## config.mk

```make
export PLATFORM = sky130hd
export DESIGN_NAME = link_event_supervisor
export DESIGN_NICKNAME = d
export VERILOG_FILES = /design/src/rtl/lsup_pkg.sv /design/src/rtl/evt_status_bank.sv /design/src/rtl/cycle_loss_det.sv /design/src/rtl/cm_enable_ctrl.sv /design/src/rtl/link_event_supervisor.sv
export SDC_FILE = /design/constraint.sdc
export NUM_CORES = 1
export LEC_CHECK = 0
export BUFFER_PORTS_ARGS = -buffer_cell sky130_fd_sc_hd__buf_2
export CELL_PAD_IN_SITES_DETAIL_PLACEMENT = 1
export CELL_PAD_IN_SITES_GLOBAL_PLACEMENT = 2
export CORE_ASPECT_RATIO = 0.6
export CORE_UTILIZATION = 28
export CTS_BUF_LIST = sky130_fd_sc_hd__clkbuf_2
export DETAILED_ROUTE_END_ITERATION = 10
export PLACE_DENSITY = 0.8
export SYNTH_ARGS = -nofsm -noshare
export SYNTH_HDL_FRONTEND = slang
export SYNTH_SLANG_ARGS = --single-unit
```

## constraint.sdc

```tcl
create_clock -name clk -period 1.6 [get_ports clk]
set_input_delay 0.08 -clock clk [delete_from_list [all_inputs] [get_ports clk]]
set_output_delay 0.08 -clock clk [all_outputs]
set_load 0.005 [all_outputs]
```

## src/rtl/lsup_pkg.sv

```systemverilog
package lsup_pkg;
  localparam int NUM_EVT = 8;

  localparam int B_HDR_CRC   = 0;
  localparam int B_SELFID    = 1;
  localparam int B_ISO_ARB   = 2;
  localparam int B_OVERRUN   = 3;
  localparam int B_LOST      = 4;
  localparam int B_CYC_ARB   = 5;
  localparam int B_PHY_INT   = 6;
  localparam int B_PHY_REG   = 7;

  localparam logic [1:0] A_STATUS = 2'd0;
  localparam logic [1:0] A_MASK   = 2'd1;
  localparam logic [1:0] A_CTRL   = 2'd2;

  localparam int C_CM_EN = 0;
  localparam int C_AUTO  = 1;

  typedef struct packed {
    logic auto_mode;
    logic cm_en;
  } ctrl_t;
endpackage

```

## src/rtl/evt_status_bank.sv

```systemverilog
module evt_status_bank #(
  parameter int N = 8
) (
  input  logic         clk,
  input  logic         rst,
  input  logic [N-1:0] set_i,
  input  logic [N-1:0] clr_i,
  output logic [N-1:0] sts_o
);
  for (genvar i = 0; i < N; i++) begin : g_bit
    logic q;
    always_ff @(posedge clk) begin
      if (rst)           q <= 1'b0;
      else if (set_i[i]) q <= 1'b1;
      else if (clr_i[i]) q <= 1'b0;
    end
    assign sts_o[i] = q;
  end
endmodule

```

## src/rtl/cycle_loss_det.sv

```systemverilog
module cycle_loss_det #(
  parameter int ROLLS = 2
) (
  input  logic clk,
  input  logic rst,
  input  logic rollover_i,
  input  logic cyc_start_i,
  input  logic cm_active_i,
  output logic lost_o
);
  localparam int CNT_W = $clog2(ROLLS + 1);
  localparam logic [CNT_W-1:0] LAST = CNT_W'(ROLLS - 1);

  logic [CNT_W-1:0] cnt_q;
  logic             counting;

  assign counting = rollover_i && !cyc_start_i && !cm_active_i;
  assign lost_o   = counting && (cnt_q == LAST);

  always_ff @(posedge clk) begin
    if (rst || cyc_start_i || cm_active_i) cnt_q <= '0;
    else if (lost_o)                       cnt_q <= '0;
    else if (counting)                     cnt_q <= cnt_q + 1'b1;
  end
endmodule

```

## src/rtl/cm_enable_ctrl.sv

```systemverilog
module cm_enable_ctrl (
  input  logic clk,
  input  logic rst,
  input  logic overrun_i,
  input  logic sw_wr_i,
  input  logic sw_cm_i,
  input  logic sw_auto_i,
  input  logic reset_done_i,
  input  logic is_root_i,
  output logic cm_en_o,
  output logic auto_o
);
  logic cm_q, auto_q, auto_set;

  assign auto_set = auto_q && reset_done_i && is_root_i;

  always_ff @(posedge clk) begin
    if (rst) begin
      cm_q   <= 1'b0;
      auto_q <= 1'b0;
    end else begin
      if (sw_wr_i) auto_q <= sw_auto_i;
      if (overrun_i)     cm_q <= 1'b0;
      else if (sw_wr_i)  cm_q <= sw_cm_i;
      else if (auto_set) cm_q <= 1'b1;
    end
  end

  assign cm_en_o = cm_q;
  assign auto_o  = auto_q;
endmodule

```

## src/rtl/link_event_supervisor.sv

```systemverilog
module link_event_supervisor
  import lsup_pkg::*;
#(
  parameter int ADDR_W = 2,
  parameter int DATA_W = 16,
  parameter int ROLLS  = 2
) (
  input  logic              clk,
  input  logic              rst,
  input  logic              evt_hdr_crc,
  input  logic              evt_selfid,
  input  logic              evt_iso_arb_fail,
  input  logic              evt_cyc_overrun,
  input  logic              evt_cyc_arb_fail,
  input  logic              evt_phy_int,
  input  logic              evt_phy_reg_rx,
  input  logic              tmr_rollover,
  input  logic              cyc_start_rx,
  input  logic              bus_reset_done,
  input  logic              node_is_root,
  input  logic              wr_en,
  input  logic [ADDR_W-1:0] wr_addr,
  input  logic [DATA_W-1:0] wr_data,
  input  logic [ADDR_W-1:0] rd_addr,
  output logic [DATA_W-1:0] rd_data,
  output logic              irq,
  output logic              cm_enable
);
  logic [NUM_EVT-1:0] set_vec, clr_vec, sts_q, mask_q, mask_d;
  logic               lost_pulse, auto_q, wr_sts, wr_mask, wr_ctrl;
  logic [DATA_W-1:0]  rd_word;
  ctrl_t              ctrl_view;

  assign wr_sts  = wr_en && (wr_addr == ADDR_W'(A_STATUS));
  assign wr_mask = wr_en && (wr_addr == ADDR_W'(A_MASK));
  assign wr_ctrl = wr_en && (wr_addr == ADDR_W'(A_CTRL));

  always_comb begin
    set_vec            = '0;
    set_vec[B_HDR_CRC] = evt_hdr_crc;
    set_vec[B_SELFID]  = evt_selfid;
    set_vec[B_ISO_ARB] = evt_iso_arb_fail;
    set_vec[B_OVERRUN] = evt_cyc_overrun;
    set_vec[B_LOST]    = lost_pulse;
    set_vec[B_CYC_ARB] = evt_cyc_arb_fail;
    set_vec[B_PHY_INT] = evt_phy_int;
    set_vec[B_PHY_REG] = evt_phy_reg_rx;
  end

  assign clr_vec = wr_sts ? wr_data[NUM_EVT-1:0] : '0;

  evt_status_bank #(.N(NUM_EVT)) u_bank (
    .clk(clk), .rst(rst), .set_i(set_vec), .clr_i(clr_vec), .sts_o(sts_q)
  );

  cycle_loss_det #(.ROLLS(ROLLS)) u_loss (
    .clk(clk), .rst(rst), .rollover_i(tmr_rollover), .cyc_start_i(cyc_start_rx),
    .cm_active_i(cm_enable), .lost_o(lost_pulse)
  );

  cm_enable_ctrl u_cm (
    .clk(clk), .rst(rst), .overrun_i(evt_cyc_overrun), .sw_wr_i(wr_ctrl),
    .sw_cm_i(wr_data[C_CM_EN]), .sw_auto_i(wr_data[C_AUTO]),
    .reset_done_i(bus_reset_done), .is_root_i(node_is_root),
    .cm_en_o(cm_enable), .auto_o(auto_q)
  );

  assign mask_d = wr_mask ? wr_data[NUM_EVT-1:0] : mask_q;

  always_ff @(posedge clk) begin
    if (rst) mask_q <= '0;
    else     mask_q <= mask_d;
  end

  // Interrupt follows the next-state of status and mask so it lines up with them.
  always_ff @(posedge clk) begin
    if (rst) irq <= 1'b0;
    else     irq <= |(((sts_q & ~clr_vec) | set_vec) & mask_d);
  end

  assign ctrl_view = '{auto_mode: auto_q, cm_en: cm_enable};

  always_comb begin
    rd_word = '0;
    case (rd_addr)
      ADDR_W'(A_STATUS): rd_word[NUM_EVT-1:0] = sts_q;
      ADDR_W'(A_MASK):   rd_word[NUM_EVT-1:0] = mask_q;
      ADDR_W'(A_CTRL):   rd_word[1:0]         = ctrl_view;
      default:           rd_word              = '0;
    endcase
  end

  always_ff @(posedge clk) begin
    if (rst) rd_data <= '0;
    else     rd_data <= rd_word;
  end
endmodule

```

* Yosys cells after proc, flatten, opt, wreduce, memory -nomap -nowiden
Index checks and enable logic that the tools add are counted.
Word-level totals: memory bits (read-only) 0, bits in registers 37, bits of input ports 34, word-level logic and storage cells 73, output and inout port bits 18, memory bits (writable) 0, memories 0, bits in latches 0
Operators by class: div/mod/pow operators 0, add/sub/neg operators 1, muxes and demuxes 22, eq/ne operators 5, shift-type cells 0, bitwise gates (word level) 4, order comparisons 0, multiply operators 0, reductions and logical operators 26
Operator list (count):
- 1-bit two-way mux | 18
- 2-bit nonzero test | 9
- 8-bit bitwise AND | 2
- 8-bit two-way mux | 2
- 6-bit case mux with 2 select lines | 1
- 1-bit logical AND | 8
- 8-bit NOT | 1
- 8-bit bitwise OR | 1
- 8-bit OR reduction | 1
- 2-bit by 1-bit equality test with 1-bit output (second input constant) | 3
- 2-bit case mux with 3 select lines | 1
- 2-bit equality test (second input constant) | 2
- 2-bit logical NOT | 2
- 2-bit OR reduction | 2
- 2-bit by 1-bit adder with 2-bit output (second input constant) | 1
- 1-bit logical NOT | 2
- 1-bit logical OR | 2

* Depth between registers and ports, before layout
Gate-level depths: netlist of the first run.
depth after elaboration 8, mapped depth 5, gate-level depth less buffers 5

* By module
A second synthesis of the first run with hierarchy kept.
Unflattened totals: cells, all modules 163, area total of the unflattened synthesis 1550.2 um^2
Modules (own cells, without submodules):
- link_event_supervisor | cells an instance 102, area each 920.9 um^2, times used 1, sequential area each 340.3 um^2
- evt_status_bank | cells an instance 41, area each 441.7 um^2, times used 1, sequential area each 160.2 um^2
- cycle_loss_det | cells an instance 13, area each 111.4 um^2, times used 1, sequential area each 40.0 um^2
- cm_enable_ctrl | cells an instance 7, area each 76.3 um^2, times used 1, sequential area each 40.0 um^2

* Least setup slack after synthesis of the first run
Ideal clock, no wire load.
kind reg-to-reg, start point reg u_loss.cnt_q[1], end point reg irq, setup time 0.125 ns, data required time 1.475 ns, period minus slack after synthesis 1.378 ns, arrival time 1.253 ns, buffers on the path 0, slack 0.222 ns, cell stages (with the launch flop) 6, cells stage by stage dfxtp_1 inv_1 ha_1 a32oi_1 o22ai_1 o41a_1
Between the ends: longest elaborated chain between the ends 5
RTL lines:
- start, declared | line cycle_loss_det.sv:14 | logic [CNT_W-1:0] cnt_q;
- start signal, assigned | line cycle_loss_det.sv:23 | else if (counting) cnt_q <= cnt_q + 1'b1;
- 2-bit by 1-bit equality test with 1-bit output | line cycle_loss_det.sv:18 | assign lost_o = counting && (cnt_q == LAST);
- 1-bit logical AND | line cycle_loss_det.sv:18
- 8-bit bitwise OR | line link_event_supervisor.sv:78 | else irq <= |(((sts_q & ~clr_vec) | set_vec) & mask_d);
- 8-bit bitwise AND | line link_event_supervisor.sv:78
- 8-bit OR reduction | line link_event_supervisor.sv:78
- end signal, assigned | line link_event_supervisor.sv:78
- end, declared | line link_event_supervisor.sv:26 | output logic irq,
No other way between the ends. A chain may end at the register's enable or synchronous reset.

* Final worst setup path of the first run
Same ends and word-level chain as after synthesis.

==> flow_metrics.tcl, run 1 <==
set metrics [dict create \
    run_status "complete, no violations" \
    dieHeight_microns 53.4 \
    finalSetupViolCount 0 \
    die_area_sq_um 4690 \
    grt_pass1_vias 1058 \
    overflow 0 \
    avgSynthCellArea_sq_um 9.50 \
    drcViolationCount 0 \
    synth_area_leaders "dfxtp_1 47%, mux2i_1 14%, nor2_1 8.8%" \
    dieWidth_microns 87.7 \
    grt_max_degree 25 \
    timing.final.crit_share_pct 96.1 \
    peakVddDrop_mv 0.290 \
    clockBufferDepth 2 \
    grt_pass1_wl_microns 4970 \
    antenna_cells 0 \
    layout.nets 211 \
    rsz0062_at_grt "no" \
    finClkSkew_ns 0.0121 \
    drv_cap 0 \
    dpl_cell_area_sq_um 1450 \
    end_kind "flop" \
    place_hpwl_microns 2280 \
    io_buffers 35 \
    ys_seq_area_share_pct 47.0 \
    clkTransAtPathRegs_ns 0.14 \
    drtPass1Iterations 4 \
    drt_iter0_drc 37 \
    layout-drive-gt1-share_pct 26.7 \
    boundaryPins 52 \
    vias 1043 \
    clock_latency_ns 0.33 \
    final_common_cell "buf_2" \
    antenna_left 0 \
    synthesis.area_sq_um 1230 \
    critPathRequiredTime_ns 1.84 \
    startpoint_type "flop" \
    placed_cells 220 \
    num_rows 18 \
    grt_usage_pct 14.8 \
    power.density_nw_per_um2 827 \
    root_buffer "clkbuf_2" \
    gp_congestion 0.699 \
    areaGrowthSynthToFinish_pct 27.3 \
    syn_inst 130 \
    yosysTopAreaCell "dfxtp_1" \
    min_path_type "input port to flop" \
    slew_violations 0 \
    antenna_found_initial 0 \
    wl_per_cell_microns 13.0 \
    cts.sinks 29 \
    final_cell_mix "35 x buf_2, 29 x nor2_1, 29 x dfxtp_1" \
    ys_types 27 \
    max_freq_mhz 650 \
    path_max_fanout 3 \
    numCtsBuffers 5 \
    fill_cells 517 \
    ys_warn_count 0 \
    utilization_pct 37.7 \
    p_leak_uw 0.000750 \
    start_util_pct 29.6 \
    cts_tree "yes" \
    fin_area_sq_um 1570 \
    routed_wl_microns 3060 \
    htreeDepth 2 \
    viasPerCell 4.42 \
    worstPathArrival_ns 1.77 \
    synth.top_cell.area_share_pct 47.0 \
    coreArea_sq_um 4170 \
    stdcell_count 236 \
    path_class "flop to flop" \
    layout_min_cycle_time_ns 1.54 \
    synth.ff_latch_count 29 \
    hold_violations 0 \
]
[path summary, 6_finish.rpt]
path | start | to | slack [ns] | depth (start not counted)
worst max register to register | u_loss.cnt_q[1]$_SDFFE_PP0P_ | irq$_SDFF_PP0_ | 0.06 | 5
worst min-delay path | evt_phy_reg_rx | u_bank.g_bit[7].q$_SDFFE_PP0P_ | 0.03 | 3
worst min register to register | u_bank.g_bit[6].q$_SDFFE_PP0P_ | rd_data[6]$_SDFF_PP0_ | 0.52 | 2
worst max-delay path | u_loss.cnt_q[1]$_SDFFE_PP0P_ | irq$_SDFF_PP0_ | 0.06 | 5
[sequential cells by signal, summed over array words and instances, names as in the netlist]
| register | count |
|---|---|
| irq | 1 |
| mask_q | 8 |
| rd_data | 8 |
| u_bank.g_bit.q | 8 |
| u_cm.auto_o | 1 |
| u_cm.cm_en_o | 1 |
| u_loss.cnt_q | 2 |
[cells in the mapped netlist]
cell and count:
or2_2 1, a21oi_1 5, or4bb_1 1, a31oi_1 1
buf_2 1, mux2i_1 17, buf_6 1, nor3_1 2
o41a_1 1, nand3b_1 2, o22ai_1 8, nor2_1 29
a32oi_1 1, nor2b_1 1, conb_1 1, a2111oi_0 1
inv_1 3, nand4bb_1 1, nor4_1 2, or2b_2 1
nand2b_1 5, dfxtp_1 29, buf_4 8, ha_1 1
o22ai_2 2, clkbuf_1 4, or3b_1 1
[logic make-up after synthesis]
group,share of synthesized area [%]
adders and majority gates,1.01
and+or+nand+nor,18.6
DFF,47.0
muxes,13.8
buffers and inverters,8.31
AOI/OAI and AO/OA,10.9
other,0.304
[metal layers]
metal | part of all wire [%] | vias to the layer above | global-route usage [%]
li1 | - | 526 | -
met1 | 51 | 487 | 18.8
met2 | 43 | 28 | 23.9
met3 | 5.2 | 2 | 5.15
met4 | 0.33 | 0 | 4.10
met5 | 0 | - | 0
[layout make-up]
cell class	instances	area, sq um	share of cell area [%]
Clock inverter	1	3.75	0.239
Sequential cell	29	581	36.9
Timing Repair Buffer	46	293	18.6
Multi-Input combinational cell	91	578	36.8
Tap cell	60	75.1	4.78
Clock buffer	6	30.0	1.91
Inverter	3	11.3	0.717
[worst max-delay path: stages, from the launching register on]
cell and delay [ns]:
dfxtp_1 0.36, inv_1 0.04, ha_1 0.20, a32oi_1 0.29, o22ai_1 0.13, o41a_1 0.43
[metrics by stage]
step / setup slack (ns) / total power (uW) / TNS [ns] / hold slack (ns)
finish: 0.0621 / 1300 / 0 / 0.0286
CTS: 0.0418 / 1330 / 0 / 0.00651
global route: 0.0195 / 1380 / 0 / 0.0130
global placement: 0.0266 / 960 / 0 / 0.288
floorplan: 0.222 / 901 / 0 / 0.157
detailed placement: -0.0401 / 967 / -0.0401 / 0.296
[where the power goes]
| group | leakage, uW | switching (uW) | internal, uW |
|---|---|---|---|
| Sequential | 0.000237 | 15.8 | 754 |
| Clock | 0.0000265 | 232 | 102 |
| Combinational | 0.000486 | 97.6 | 98.3 |
[repair_timing]
item / 4_1_cts / 5_1_grt
endpoints found under the setup margin: 0 / 0
endpoints found under the hold margin: 10 / 0
buffers inserted: 0 / 0
hold buffers: 9 / 0
gates resized for setup: 0 / 0
No activity file was read; power rests on OpenSTA's default activity.
==> run 2, diff against run 1 <==
Settings changed: PLACE_DENSITY 0.8 to unset, PLACE_DENSITY_LB_ADDON set to 0.1.
==> flow_metrics.tcl, run 2 (synthesized netlist as in run 1, its figures left out) <==
set metrics [dict create \
    drcViolationCount 0 \
    r2r-end "irq$_SDFF_PP0_" \
    rrSetupSlack_ns 0.10 \
    finalSetupViolCount 0 \
    drtPass1Iterations 2 \
    cp-endpoint "irq$_SDFF_PP0_" \
    p_leak_uw 0.000771 \
    post-cts-setup-buffers 0 \
    run_status "complete, no violations" \
    layout_min_cycle_time_ns 1.50 \
    final_common_cell "buf_2" \
    antenna_cells 0 \
    clockBufferDepth 2 \
    ff2ff_path_depth 5 \
    boundaryPins 52 \
    root_buffer "clkbuf_2" \
    routed_wl_microns 3210 \
    end_kind "flop" \
    drt_iter0_drc 29 \
    antenna_left 0 \
    layout.nets 215 \
    clkTransAtPathRegs_ns 0.14 \
    grt_usage_pct 16.1 \
    top_regs "mask_q (8), rd_data (8), u_bank.g_bit.q (8)" \
    start_util_pct 29.6 \
    worstPathArrival_ns 1.75 \
    vias 1086 \
    die_area_sq_um 4690 \
    peakVddDrop_mv 0.308 \
    dpl_cell_area_sq_um 1470 \
    layout_setup_ws_ns 0.104 \
    antenna_found_initial 0 \
    io_buffers 35 \
    timing.final.crit_share_pct 93.5 \
    rsz0062_at_grt "no" \
    placed_cells 223 \
    layout-drive-gt1-share_pct 28.2 \
    grt_max_degree 25 \
    stdcell_count 241 \
    htreeDepth 2 \
    path_class "flop to flop" \
    fin_area_sq_um 1620 \
    grt_pass1_wl_microns 5300 \
    multi_input_area_sq_um 586 \
    final_cell_mix "35 x buf_2, 29 x nor2_1, 29 x dfxtp_1" \
    numCtsBuffers 5 \
    place_hpwl_microns 2480 \
    power.density_nw_per_um2 824 \
    viasPerCell 4.51 \
    power_uw 1330 \
    wl_per_cell_microns 13.3 \
    crit_path_start "u_loss.cnt_q[1]$_SDFFE_PP0P_" \
    drv_cap 0 \
    num_rows 18 \
    cts.sinks 29 \
    clock_latency_ns 0.36 \
    fill_cells 503 \
    critPathRequiredTime_ns 1.85 \
    slew_violations 0 \
    gp_congestion 0.741 \
    finClkSkew_ns 0.0190 \
    cts_tree "yes" \
    min_path_type "input port to flop" \
    coreArea_sq_um 4170 \
    grt_pass1_vias 1102 \
    path_max_fanout 3 \
    seq_area_sq_um 581 \
    areaGrowthSynthToFinish_pct 30.8 \
    startpoint_type "flop" \
    dieHeight_microns 53.4 \
    overflow 0 \
    max_freq_mhz 668 \
    r2r-start "u_loss.cnt_q[1]$_SDFFE_PP0P_" \
    dp_slack_ns -0.0444 \
    utilization_pct 38.8 \
    hold_violations 0 \
    dieWidth_microns 87.7 \
]
==> run 2: changes by cell type in the layout (fill, tap and decap cells not counted) <==
cell and delta:
dlygate4sd3_1 +1, a32oi_1 -1, clkbuf_2 -1, buf_4 +3
clkinv_2 +1, clkinv_1 +1, a32oi_2 +1
==> run 2: metrics by stage <==
stage                     hold slack (ns)  setup TNS (ns)
after detailed placement            0.290         -0.0444
after floorplan                     0.157               0
after CTS                        0.000407               0
after global routing               0.0111               0
after global placement              0.287         -0.0217
final                              0.0157               0
==> run 2: worst max-delay path: stages (launching register included) <==
cell	delay [ns]
dfxtp_1	0.37
inv_1	0.05
ha_1	0.22
a32oi_2	0.23
o22ai_1	0.11
o41a_1	0.43
==> run 2: report_power, final <==
group	switching, uW	internal (uW)
Clock	256	95.4
Sequential	15.9	755
Combinational	103	106
Total	375	956
==> run 2: what timing repair did <==
action,4_1_cts,5_1_grt
setup endpoints to repair,0,1
hold buffers,9,1
hold endpoints to repair,10,1
gates resized for setup,0,1
==> run 2: worst min path at each step <==
| stage | start | slack [ns] | endpoint | depth (start not counted) |
|---|---|---|---|---|
| floorplan | cyc_start_rx | 0.16 | u_loss.cnt_q[0]$_SDFFE_PP0P_ | 1 |
| CTS | wr_data[0] | 0.0004 | mask_q[0]$_SDFF_PP0_ | 3 |
| finish | wr_data[4] | 0.02 | mask_q[4]$_SDFF_PP0_ | 3 |
| global placement | cyc_start_rx | 0.29 | u_loss.cnt_q[0]$_SDFFE_PP0P_ | 2 |
| global route | wr_data[0] | 0.01 | mask_q[0]$_SDFF_PP0_ | 3 |
| detailed placement | cyc_start_rx | 0.29 | u_loss.cnt_q[1]$_SDFFE_PP0P_ | 2 |
==> run 2: area by class of cell <==
cell class	instances	share of cell area [%]
inverters	3	0.697
repair buffers	50	20.1
clock buffers	5	1.55
well taps	60	4.65
flip-flops and latches	29	35.9
clock inverters	3	0.775
multi-input cells	91	36.3
==> run 2: metal layers <==
metal  GRT usage [%]  part of all wire, %  vias to the layer above
li1                -                    -                      536
met1            19.9                   50                      511
met2            25.2                   43                       30
met3            5.93                  4.6                        9
met4            6.83                  2.0                        0
met5               0                    0                        -
==> run 3, diff against run 2 <==
Settings changed: SLEW_MARGIN set to 0.
Clock period 1.6 ns to 1.7 ns, I/O delays scaled along.
==> flow_metrics.tcl, run 3 (synthesized netlist as in run 1, its figures left out) <==
set metrics [dict create \
    run_status "complete, no violations" \
    layout_min_cycle_time_ns 1.54 \
    grt_use_met1_pct 21.8 \
    final_common_cell "buf_2" \
    grt_max_degree 25 \
    worstPathArrival_ns 1.81 \
    clkTransAtPathRegs_ns 0.15 \
    min_path_type "input port to flop" \
    startpoint_type "flop" \
    timing.final.crit_share_pct 90.7 \
    r2r-end "irq$_SDFF_PP0_" \
    clockBufferDepth 2 \
    power.density_nw_per_um2 781 \
    grt_busiest_layer "met2" \
    die_area_sq_um 4690 \
    numCtsBuffers 5 \
    wl_per_cell_microns 13.3 \
    grt_pass1_wl_microns 5580 \
    cts_tree "yes" \
    utilization_pct 39.2 \
    cts_resized 0 \
    drcViolationCount 0 \
    crit_chain "inv_1, ha_1, a32oi_1, o22ai_1, o41a_1" \
    max_stage_delay_ns 0.42 \
    dieWidth_microns 87.7 \
    slew_violations 0 \
    vias 1082 \
    cts.sinks 29 \
    hold_start "tmr_rollover" \
    clock_latency_ns 0.37 \
    critPathRequiredTime_ns 1.97 \
    ff2ff_path_depth 5 \
    antenna_found_initial 0 \
    coreArea_sq_um 4170 \
    finClkSkew_ns 0.0133 \
    hold_path_depth 3 \
    final_cell_mix "35 x buf_2, 29 x nor2_1, 29 x dfxtp_1" \
    io_buffers 35 \
    path_max_fanout 3 \
    layout.nets 218 \
    htreeDepth 2 \
    antenna_left 0 \
    gp_congestion 0.755 \
    areaGrowthSynthToFinish_pct 32.2 \
    finalSetupViolCount 0 \
    root_buffer "clkbuf_2" \
    rrSetupSlack_ns 0.16 \
    boundaryPins 52 \
    placed_cells 221 \
    grt_use_met2_pct 26.2 \
    overflow 0 \
    grt_util_met3_pct 6.08 \
    drt_iter0_drc 24 \
    top_regs "mask_q (8), rd_data (8), u_bank.g_bit.q (8)" \
    grt_pass1_vias 1123 \
    layout-drive-gt1-share_pct 27.2 \
    peakVddDrop_mv 0.335 \
    cpMaxStageDelayCell "o41a_1" \
    rsz0062_at_grt "no" \
    holdPathEnd "u_bank.g_bit[4].q$_SDFFE_PP0P_" \
    hold_violations 0 \
    p_leak_uw 0.000780 \
    grt_usage_pct 17.0 \
    r2r-start "u_loss.cnt_q[1]$_SDFFE_PP0P_" \
    drtPass1Iterations 4 \
    viasPerCell 4.43 \
    drv_cap 0 \
    antenna_cells 0 \
    hold_slack_ns 0.0337 \
    stdcell_count 244 \
    num_rows 18 \
    routed_wl_microns 3250 \
    place_hpwl_microns 2390 \
    dieHeight_microns 53.4 \
    max_freq_mhz 649 \
    post-cts-setup-buffers 0 \
    end_kind "flop" \
    start_util_pct 29.6 \
    tns_ns 0 \
    cts_hold_buf 15 \
    path_class "flop to flop" \
]
==> run 3: cell count changes in the layout (fill, tap and decap cells not counted), sizes merged <==
cell and delta:
clkinv -1, clkbuf +1, dlygate4sd3 +5, buf -2
==> run 3: layer usage <==
metal	part of all wire (%)	vias up
li1	-	539
met1	52	506
met2	42	31
met3	5.0	6
met4	1.1	0
met5	0	-
==> run 3: area by class of cell <==
class	count	area (sq um)
sequential	29	581
fill	496	2530
tap	60	75.1
clock inverter	2	10.0
multi-input combinational	91	578
inverter	3	11.3
clock buffer	6	30.0
timing repair buffer	53	348
==> run 3: report_power, final <==
| part | internal (uW) | switching, uW | total (uW) |
|---|---|---|---|
| clock network | 103 | 252 | 355 |
| registers | 710 | 15.1 | 725 |
| logic | 100 | 94.7 | 195 |
==> run 3: how the worst max path moves through the flow <==
| stage | from | to | slack, ns | cells past startpoint |
|---|---|---|---|---|
| detailed placement | wr_addr[1] | irq$_SDFF_PP0_ | 0.06 | 5 |
| finish | u_loss.cnt_q[1]$_SDFFE_PP0P_ | irq$_SDFF_PP0_ | 0.16 | 5 |
| global route | u_loss.cnt_q[1]$_SDFFE_PP0P_ | irq$_SDFF_PP0_ | 0.06 | 5 |
| global placement | wr_addr[1] | irq$_SDFF_PP0_ | 0.06 | 5 |
| CTS | u_loss.cnt_q[1]$_SDFFE_PP0P_ | irq$_SDFF_PP0_ | 0.14 | 5 |
| floorplan | u_loss.cnt_q[1]$_SDFFE_PP0P_ | irq$_SDFF_PP0_ | 0.32 | 5 |
==> run 3: stage by stage <==
stage / power, uW / cell area [sq um] / setup slack [ns]
floorplan: 848 / 1260 / 0.322
detailed placement: 910 / 1440 / 0.0610
finish: 1280 / 1630 / 0.158
global route: 1350 / 1630 / 0.0634
global placement: 905 / 1440 / 0.0605
CTS: 1290 / 1630 / 0.144
==> run 3: critical path: cells and delay by family (launching register included) <==
kind | cells | cell delay, ns
flip-flops | 1 | 0.36
adder cells (fa/ha/maj) | 1 | 0.21
AO/OA/AOI/OAI | 3 | 0.84
buffers and inverters | 1 | 0.05
